File: src/rtl/prv_countdown_timer.sv
module prv_countdown_timer #(
  parameter int DW      = 32,
  parameter int AW      = 8,
  parameter int PSC_W   = 8,
  parameter int PSC_MAX = 3
) (
  input  logic          clk,
  input  logic          rst_n,
  input  logic          wr_en,
  input  logic [AW-1:0] addr,
  input  logic [DW-1:0] wdata,
  output logic [DW-1:0] rdata,
  output logic          irq
);
  localparam int PW = 4 * PSC_MAX;
  localparam logic [1:0] A_LOAD = 2'd0, A_CNT = 2'd1, A_CTRL = 2'd2, A_STAT = 2'd3;

  logic [DW-1:0]    load_q, cnt_q;
  logic             en_q, ar_q, ie_q, raw_q, pend_q;
  logic [PSC_W-1:0] psc_q, psc_eff;
  logic [PW-1:0]    pre_q, mask;

  wire       in_map  = (addr >> 4) == '0;
  wire [1:0] sel     = addr[3:2];
  wire       wr_load = wr_en && in_map && sel == A_LOAD;
  wire       wr_cnt  = wr_en && in_map && sel == A_CNT;
  wire       wr_ctrl = wr_en && in_map && sel == A_CTRL;
  wire       wr_stat = wr_en && in_map && sel == A_STAT;
  wire       en_rise = wr_ctrl && !en_q && wdata[0];
  wire       restart = (wr_load && en_q) || wr_cnt || en_rise;

  assign psc_eff = (psc_q > PSC_W'(PSC_MAX)) ? PSC_W'(PSC_MAX) : psc_q;
  assign mask    = {PW{1'b1}} >> (PW - 4 * int'(psc_eff));

  wire presc_hit = (pre_q & mask) == mask;
  wire tick      = en_q && presc_hit && cnt_q != '0 && !restart;
  wire zero_evt  = tick && cnt_q == DW'(1);

  always_ff @(posedge clk) begin
    if (!rst_n) begin
      pre_q <= '0;
    end else if (restart) begin
      pre_q <= '0;
    end else if (en_q) begin
      pre_q <= presc_hit ? '0 : pre_q + PW'(1);
    end
  end

  always_ff @(posedge clk) begin
    if (!rst_n) begin
      load_q <= '0;
      cnt_q  <= '0;
    end else begin
      if (wr_load) load_q <= wdata;
      if (wr_load && en_q)  cnt_q <= wdata;
      else if (wr_cnt)      cnt_q <= wdata;
      else if (en_rise)     cnt_q <= load_q;
      else if (zero_evt)    cnt_q <= ar_q ? load_q : '0;
      else if (tick)        cnt_q <= cnt_q - DW'(1);
    end
  end

  always_ff @(posedge clk) begin
    if (!rst_n) begin
      {en_q, ar_q, ie_q} <= '0;
      psc_q  <= '0;
      raw_q  <= 1'b0;
      pend_q <= 1'b0;
    end else begin
      if (wr_ctrl) begin
        en_q  <= wdata[0];
        ar_q  <= wdata[1];
        ie_q  <= wdata[2];
        psc_q <= wdata[8 +: PSC_W];
      end
      raw_q  <= zero_evt | (raw_q & !wr_stat);
      pend_q <= (zero_evt & ie_q) | (pend_q & !wr_stat);
    end
  end

  always_comb begin
    rdata = '0;
    if (in_map) begin
      case (sel)
        A_LOAD:  rdata = load_q;
        A_CNT:   rdata = cnt_q;
        A_CTRL:  begin
                   rdata[0] = en_q;
                   rdata[1] = ar_q;
                   rdata[2] = ie_q;
                   rdata[8 +: PSC_W] = psc_q;
                 end
        default: rdata[0] = raw_q;
      endcase
    end
  end

  assign irq = pend_q;

  p_load_restart_r2: assert property (@(posedge clk) disable iff (!rst_n)
    (wr_load && en_q) |=> cnt_q == $past(wdata));
  p_cnt_write_r3: assert property (@(posedge clk) disable iff (!rst_n)
    wr_cnt |=> cnt_q == $past(wdata));
  p_enable_reload_r4: assert property (@(posedge clk) disable iff (!rst_n)
    en_rise |=> cnt_q == $past(load_q));
  p_pend_needs_raw_r6: assert property (@(posedge clk) disable iff (!rst_n)
    pend_q |-> raw_q);
  p_pend_needs_ie_r6: assert property (@(posedge clk) disable iff (!rst_n)
    (!pend_q && !ie_q) |=> !pend_q);
  p_stop_at_zero_r7: assert property (@(posedge clk) disable iff (!rst_n)
    (cnt_q == '0 && !wr_cnt && !(wr_load && en_q) && !en_rise) |=> cnt_q == '0);
  p_stat_clear_r8: assert property (@(posedge clk) disable iff (!rst_n)
    (wr_stat && !zero_evt) |=> !raw_q && !irq);
  p_hold_disabled_r9: assert property (@(posedge clk) disable iff (!rst_n)
    (!en_q && !wr_cnt && !en_rise) |=> $stable(cnt_q));
endmodule

File: config.mk
export PLATFORM = sky130hd
export DESIGN_NAME = prv_countdown_timer
export DESIGN_NICKNAME = d
export VERILOG_FILES = /design/src/rtl/prv_countdown_timer.sv
export SDC_FILE = /design/constraint.sdc
export NUM_CORES = 1
export LEC_CHECK = 0
export ABC_AREA = 1
export BUFFER_PORTS_ARGS = -buffer_cell sky130_fd_sc_hd__buf_2
export CORE_MARGIN = 2
export CORE_UTILIZATION = 55
export CTS_BUF_LIST = sky130_fd_sc_hd__clkbuf_8
export DETAILED_ROUTE_END_ITERATION = 10
export PLACE_DENSITY_LB_ADDON = 0.08
export SLEW_MARGIN = 20
export SYNTH_ARGS = -nofsm -noshare
export SYNTH_HDL_FRONTEND = slang
export SYNTH_SLANG_ARGS = --single-unit
File: constraint.sdc
create_clock -name clk -period 4.8 [get_ports clk]
set_clock_uncertainty 0.05 [all_clocks]
set_input_delay 0.24 -clock clk [delete_from_list [all_inputs] [get_ports clk]]
set_output_delay 0.24 -clock clk [all_outputs]
set_load 0.03 [all_outputs]
==> impl_metrics.xml <==
<?xml version="1.0" encoding="UTF-8"?>
<metrics>
  <group name="pwr">
    <metric name="cellLeakagePower" unit="uW">0.00318</metric>
    <metric name="power" unit="uW">1570</metric>
    <metric name="power-per-cell-area" unit="mW/mm^2">230</metric>
    <metric name="vdd.ir_drop.worst" unit="uV">235</metric>
  </group>
  <group name="detailed_routing">
    <metric name="initialDrtViolationCount" unit="">569</metric>
    <metric name="routedWlPerCell" unit="um">15.4</metric>
    <metric name="dr.pass1.iters" unit="">5</metric>
    <metric name="dr_total_vias" unit="">6648</metric>
    <metric name="drc" unit="">0</metric>
    <metric name="via_per_inst" unit="">5.54</metric>
    <metric name="number_of_antenna_violating_nets_in_the_routed_design" unit="">0</metric>
    <metric name="routed_wirelength" unit="mm">18.5</metric>
  </group>
  <group name="setup_path">
    <metric name="required" unit="ps">5030</metric>
    <metric name="r2r_end" unit="">cnt_q[1]$_SDFFE_PN0P_</metric>
    <metric name="timing.critical_path.cells" unit="">inv_2 &gt; nand4_4 &gt; buf_4 &gt; nand2_4 &gt; nor2_4 &gt; inv_2 &gt; nor2_2 &gt; nand2_1 &gt; nand2_1 &gt; nand2_1 &gt; nand3_1 &gt; a21oi_1</metric>
    <metric name="worst_path_largest_cell_delay" unit="ps">540</metric>
    <metric name="timing.reg2reg.worst_path_depth" unit="">12</metric>
    <metric name="r2r_start" unit="">en_q$_SDFFE_PN0P_</metric>
    <metric name="crit_path_end_kind" unit="">register</metric>
    <metric name="path_delay_family" unit="">simple AND/OR/NAND/NOR gates</metric>
    <metric name="worst-endpoint-arrival" unit="ps">3520</metric>
    <metric name="slowest_stage_cell_crit_path" unit="">sky130_fd_sc_hd__dfxtp_1</metric>
    <metric name="cp_num_buf_inv" unit="">3</metric>
    <metric name="reg2reg_setup_slack" unit="ps">1510</metric>
    <metric name="crit_type" unit="">reg -&gt; reg</metric>
    <metric name="path_max_fanout" unit="">45</metric>
    <metric name="crit_top_cell" unit="">sky130_fd_sc_hd__nand2_1</metric>
    <metric name="cp-start-kind" unit="">register</metric>
  </group>
  <group name="timing">
    <metric name="fin_crit_sh" unit="%">68.5</metric>
    <metric name="maxClockFrequency" unit="MHz">304</metric>
    <metric name="final.setup.tns" unit="ps">0</metric>
    <metric name="grt_setup_unrepaired" unit="">no</metric>
    <metric name="number_of_slew_limit_violations_in_the_final_report" unit="">0</metric>
    <metric name="tightest_slew" unit="ps">849</metric>
    <metric name="min_period" unit="ps">3290</metric>
    <metric name="final_hold_violation_count" unit="">0</metric>
    <metric name="timing.slew.headroom" unit="%">43.4</metric>
    <metric name="setup_viol" unit="">0</metric>
  </group>
  <group name="finish">
    <metric name="final_layout_size_suffix_gt1_share" unit="%">14.5</metric>
    <metric name="area_growth" unit="%">7.89</metric>
    <metric name="design_area" unit="sq mm">0.00681</metric>
    <metric name="num_antenna_cells" unit="">0</metric>
    <metric name="layout.nets" unit="">1100</metric>
  </group>
  <group name="global_route">
    <metric name="grt_pass1_vias" unit="">6045</metric>
    <metric name="gr-total-overflow" unit="">0</metric>
    <metric name="grt_max_degree" unit="">48</metric>
    <metric name="grt_pass1_wl" unit="mm">30.9</metric>
    <metric name="antenna_violations_before_repair" unit="">0</metric>
    <metric name="grt_use_total" unit="%">30.4</metric>
  </group>
  <group name="clock_tree">
    <metric name="hold_buffers" unit="">0</metric>
    <metric name="clk_path_buf_depth" unit="">2</metric>
    <metric name="postCtsSetupBuffers" unit="">0</metric>
    <metric name="cts_repair_resize_count" unit="">0</metric>
    <metric name="worst_skew_pair.late_latency" unit="ps">380</metric>
    <metric name="cts_root_buf" unit="">sky130_fd_sc_hd__clkbuf_8</metric>
    <metric name="clkSinkCount" unit="">89</metric>
    <metric name="clk_transition_reported_paths" unit="ps">100</metric>
    <metric name="h_tree_levels" unit="">3</metric>
    <metric name="cts_tree" unit="">done</metric>
    <metric name="tritoncts.num_buffers" unit="">9</metric>
  </group>
  <group name="synthesis">
    <metric name="synth_seq_cells" unit="">89</metric>
    <metric name="synth.distinct_cells" unit="">41</metric>
    <metric name="synth_sequential_area_ratio" unit="%">28.2</metric>
    <metric name="syn_avg_cell_area" unit="sq um">6.22</metric>
    <metric name="ys_warn_count" unit="">0</metric>
    <metric name="synth_edf_count" unit="">0</metric>
    <metric name="post-synth-top-area-fraction" unit="%">28.2</metric>
    <metric name="async_reset_ff_share" unit="%">0</metric>
    <metric name="post_synth_inst_count" unit="">1015</metric>
    <metric name="synth_area_leader_cell" unit="">sky130_fd_sc_hd__dfxtp_1</metric>
    <metric name="synth_area_leaders" unit="">sky130_fd_sc_hd__dfxtp_1 28%, sky130_fd_sc_hd__nand2_1 16%, sky130_fd_sc_hd__a21oi_1 7.9%, sky130_fd_sc_hd__inv_1 5.8%, sky130_fd_sc_hd__nor2_1 5.5%</metric>
    <metric name="synth_ff_type" unit="">sky130_fd_sc_hd__dfxtp_1</metric>
    <metric name="synth_area" unit="sq mm">0.00631</metric>
  </group>
  <group name="die">
    <metric name="initial_core_util" unit="%">55.7</metric>
    <metric name="rows" unit="">39</metric>
    <metric name="die-area" unit="sq mm">0.0123</metric>
    <metric name="io_pins" unit="">76</metric>
    <metric name="die_w" unit="um">111</metric>
    <metric name="fp.coreArea" unit="sq mm">0.0113</metric>
    <metric name="dieHeight" unit="um">111</metric>
  </group>
  <group name="place">
    <metric name="detailed_place_hpwl" unit="mm">12.8</metric>
    <metric name="gp_congestion" unit="">0.965</metric>
    <metric name="placed_cell_area" unit="sq mm">0.00663</metric>
    <metric name="port_buffers" unit="">73</metric>
  </group>
  <group name="run_status">
    <metric name="run_status" unit="">completed</metric>
  </group>
  <group name="run">
    <metric name="timing.max_cap.violations" unit="">0</metric>
  </group>
  <group name="hold_path">
    <metric name="min-delay-start" unit="">wdata[5]</metric>
    <metric name="whs_endpoint" unit="">load_q[5]$_SDFFE_PN0P_</metric>
    <metric name="holdCritPathClass" unit="">in -&gt; reg</metric>
    <metric name="timing.hold.worst_path_depth" unit="">3</metric>
  </group>
</metrics>
metal layers:
metal	vias to the layer above	global-route usage, %	routed length (um)
met5	-	0	0
met4	0	9.79	336
met3	25	3.83	1410
met2	255	47.7	8160
met1	2989	43.3	8600
li1	3379	-	-
kinds of logic after synthesis:
family,after synthesis,synth area share [%]
AND/OR/NAND/NOR,487,33.8
AO/OA/AOI/OAI,235,21.0
buffers and inverters,166,11.4
flip-flops,89,28.2
XOR/XNOR,32,4.44
adder cells (fa/ha/maj),5,0.991
other,1,0.0594
cells in the mapped netlist (all sizes together), types with 3 or more instances:
master and count:
o21ai 90, nor3 9, nor2 113, buf 34, nand3 49, ha 5, xnor2 12, a211oi 23
o221ai 7, o21bai 8, clkbuf 25, a21oi 101, nand4 26, xor2 20, nand2 285, dfxtp 89
nand3b 3, inv 106
per-stage QoR:
step,utilization [%],hold WS (ps),setup slack (ps),instances
floorplan,-,325,3070,1016
global placement,58.6,406,1600,1184
detailed placement,58.6,406,1570,1184
CTS,60.1,55.3,1590,1199
global route,60.1,65.1,1340,1199
finish,60.1,64.4,1510,1199
worst max-delay path by stage:
stage / to / slack, ps / depth (start not counted) / start
6_report: cnt_q[1]$_SDFFE_PN0P_ / 1510 / 12 / en_q$_SDFFE_PN0P_
5_1_grt: cnt_q[1]$_SDFFE_PN0P_ / 1340 / 12 / en_q$_SDFFE_PN0P_
3_5_place_dp: cnt_q[1]$_SDFFE_PN0P_ / 1570 / 16 / addr[6]
4_1_cts: cnt_q[1]$_SDFFE_PN0P_ / 1590 / 12 / en_q$_SDFFE_PN0P_
3_3_place_gp: cnt_q[1]$_SDFFE_PN0P_ / 1600 / 16 / addr[7]
2_1_floorplan: cnt_q[14]$_SDFFE_PN0P_ / 3070 / 11 / cnt_q[0]$_SDFFE_PN0P_
state kept, by name (all words and copies together) (netlist names):
signal  cells
ar_q        1
cnt_q      32
en_q        1
ie_q        1
irq         1
load_q     32
pre_q      12
psc_q       8
raw_q       1
layout make-up:
type	count	area (sq um)
clock buffers	11	151
clock inverters	4	26.3
fillers	1189	4510
inverters	107	402
multi-input cells	761	3820
flip-flops and latches	89	1780
well taps	143	179
repair buffers	84	448
worst reg2reg max path: stages (launching register included):
cell                      delay [ps]
sky130_fd_sc_hd__dfxtp_1         540
sky130_fd_sc_hd__inv_2           210
sky130_fd_sc_hd__nand4_4         120
sky130_fd_sc_hd__buf_4           420
sky130_fd_sc_hd__nand2_4         220
sky130_fd_sc_hd__nor2_4          520
sky130_fd_sc_hd__inv_2           350
sky130_fd_sc_hd__nor2_2          420
sky130_fd_sc_hd__nand2_1          90
sky130_fd_sc_hd__nand2_1          80
sky130_fd_sc_hd__nand2_1          40
sky130_fd_sc_hd__nand3_1          80
sky130_fd_sc_hd__a21oi_1          60
power breakdown:
part           leakage [uW]  internal (uW)  switching, uW
combinational       0.00237            118            198
clock             0.0000916            214            286
sequential         0.000717            744           8.70
layout by cell type (no fill, tap or decap), types with 2 or more instances in the layout:
| cell type | n |
|---|---|
| sky130_fd_sc_hd__xor2_1 | 20 |
| sky130_fd_sc_hd__inv_1 | 98 |
| sky130_fd_sc_hd__a211oi_1 | 23 |
| sky130_fd_sc_hd__a21oi_1 | 100 |
| sky130_fd_sc_hd__inv_2 | 8 |
| sky130_fd_sc_hd__buf_2 | 73 |
| sky130_fd_sc_hd__clkbuf_8 | 11 |
| sky130_fd_sc_hd__nand3b_1 | 3 |
| sky130_fd_sc_hd__o211ai_1 | 2 |
| sky130_fd_sc_hd__nor2_2 | 17 |
| sky130_fd_sc_hd__buf_4 | 11 |
| sky130_fd_sc_hd__xnor2_1 | 12 |
| sky130_fd_sc_hd__nand2_2 | 7 |
| sky130_fd_sc_hd__o21ai_1 | 27 |
| sky130_fd_sc_hd__o221ai_1 | 7 |
| sky130_fd_sc_hd__conb_1 | 2 |
| sky130_fd_sc_hd__nor2_1 | 90 |
| sky130_fd_sc_hd__ha_1 | 5 |
| sky130_fd_sc_hd__nand2_1 | 277 |
| sky130_fd_sc_hd__nand3_1 | 47 |
| sky130_fd_sc_hd__o21bai_2 | 8 |
| sky130_fd_sc_hd__nor3_1 | 7 |
| sky130_fd_sc_hd__o21ai_0 | 63 |
| sky130_fd_sc_hd__nor2_4 | 6 |
| sky130_fd_sc_hd__dfxtp_1 | 89 |
| sky130_fd_sc_hd__o22ai_1 | 2 |
| sky130_fd_sc_hd__nand4_1 | 25 |
| sky130_fd_sc_hd__clkinv_2 | 2 |
Power figures use the tool's default switching activity.
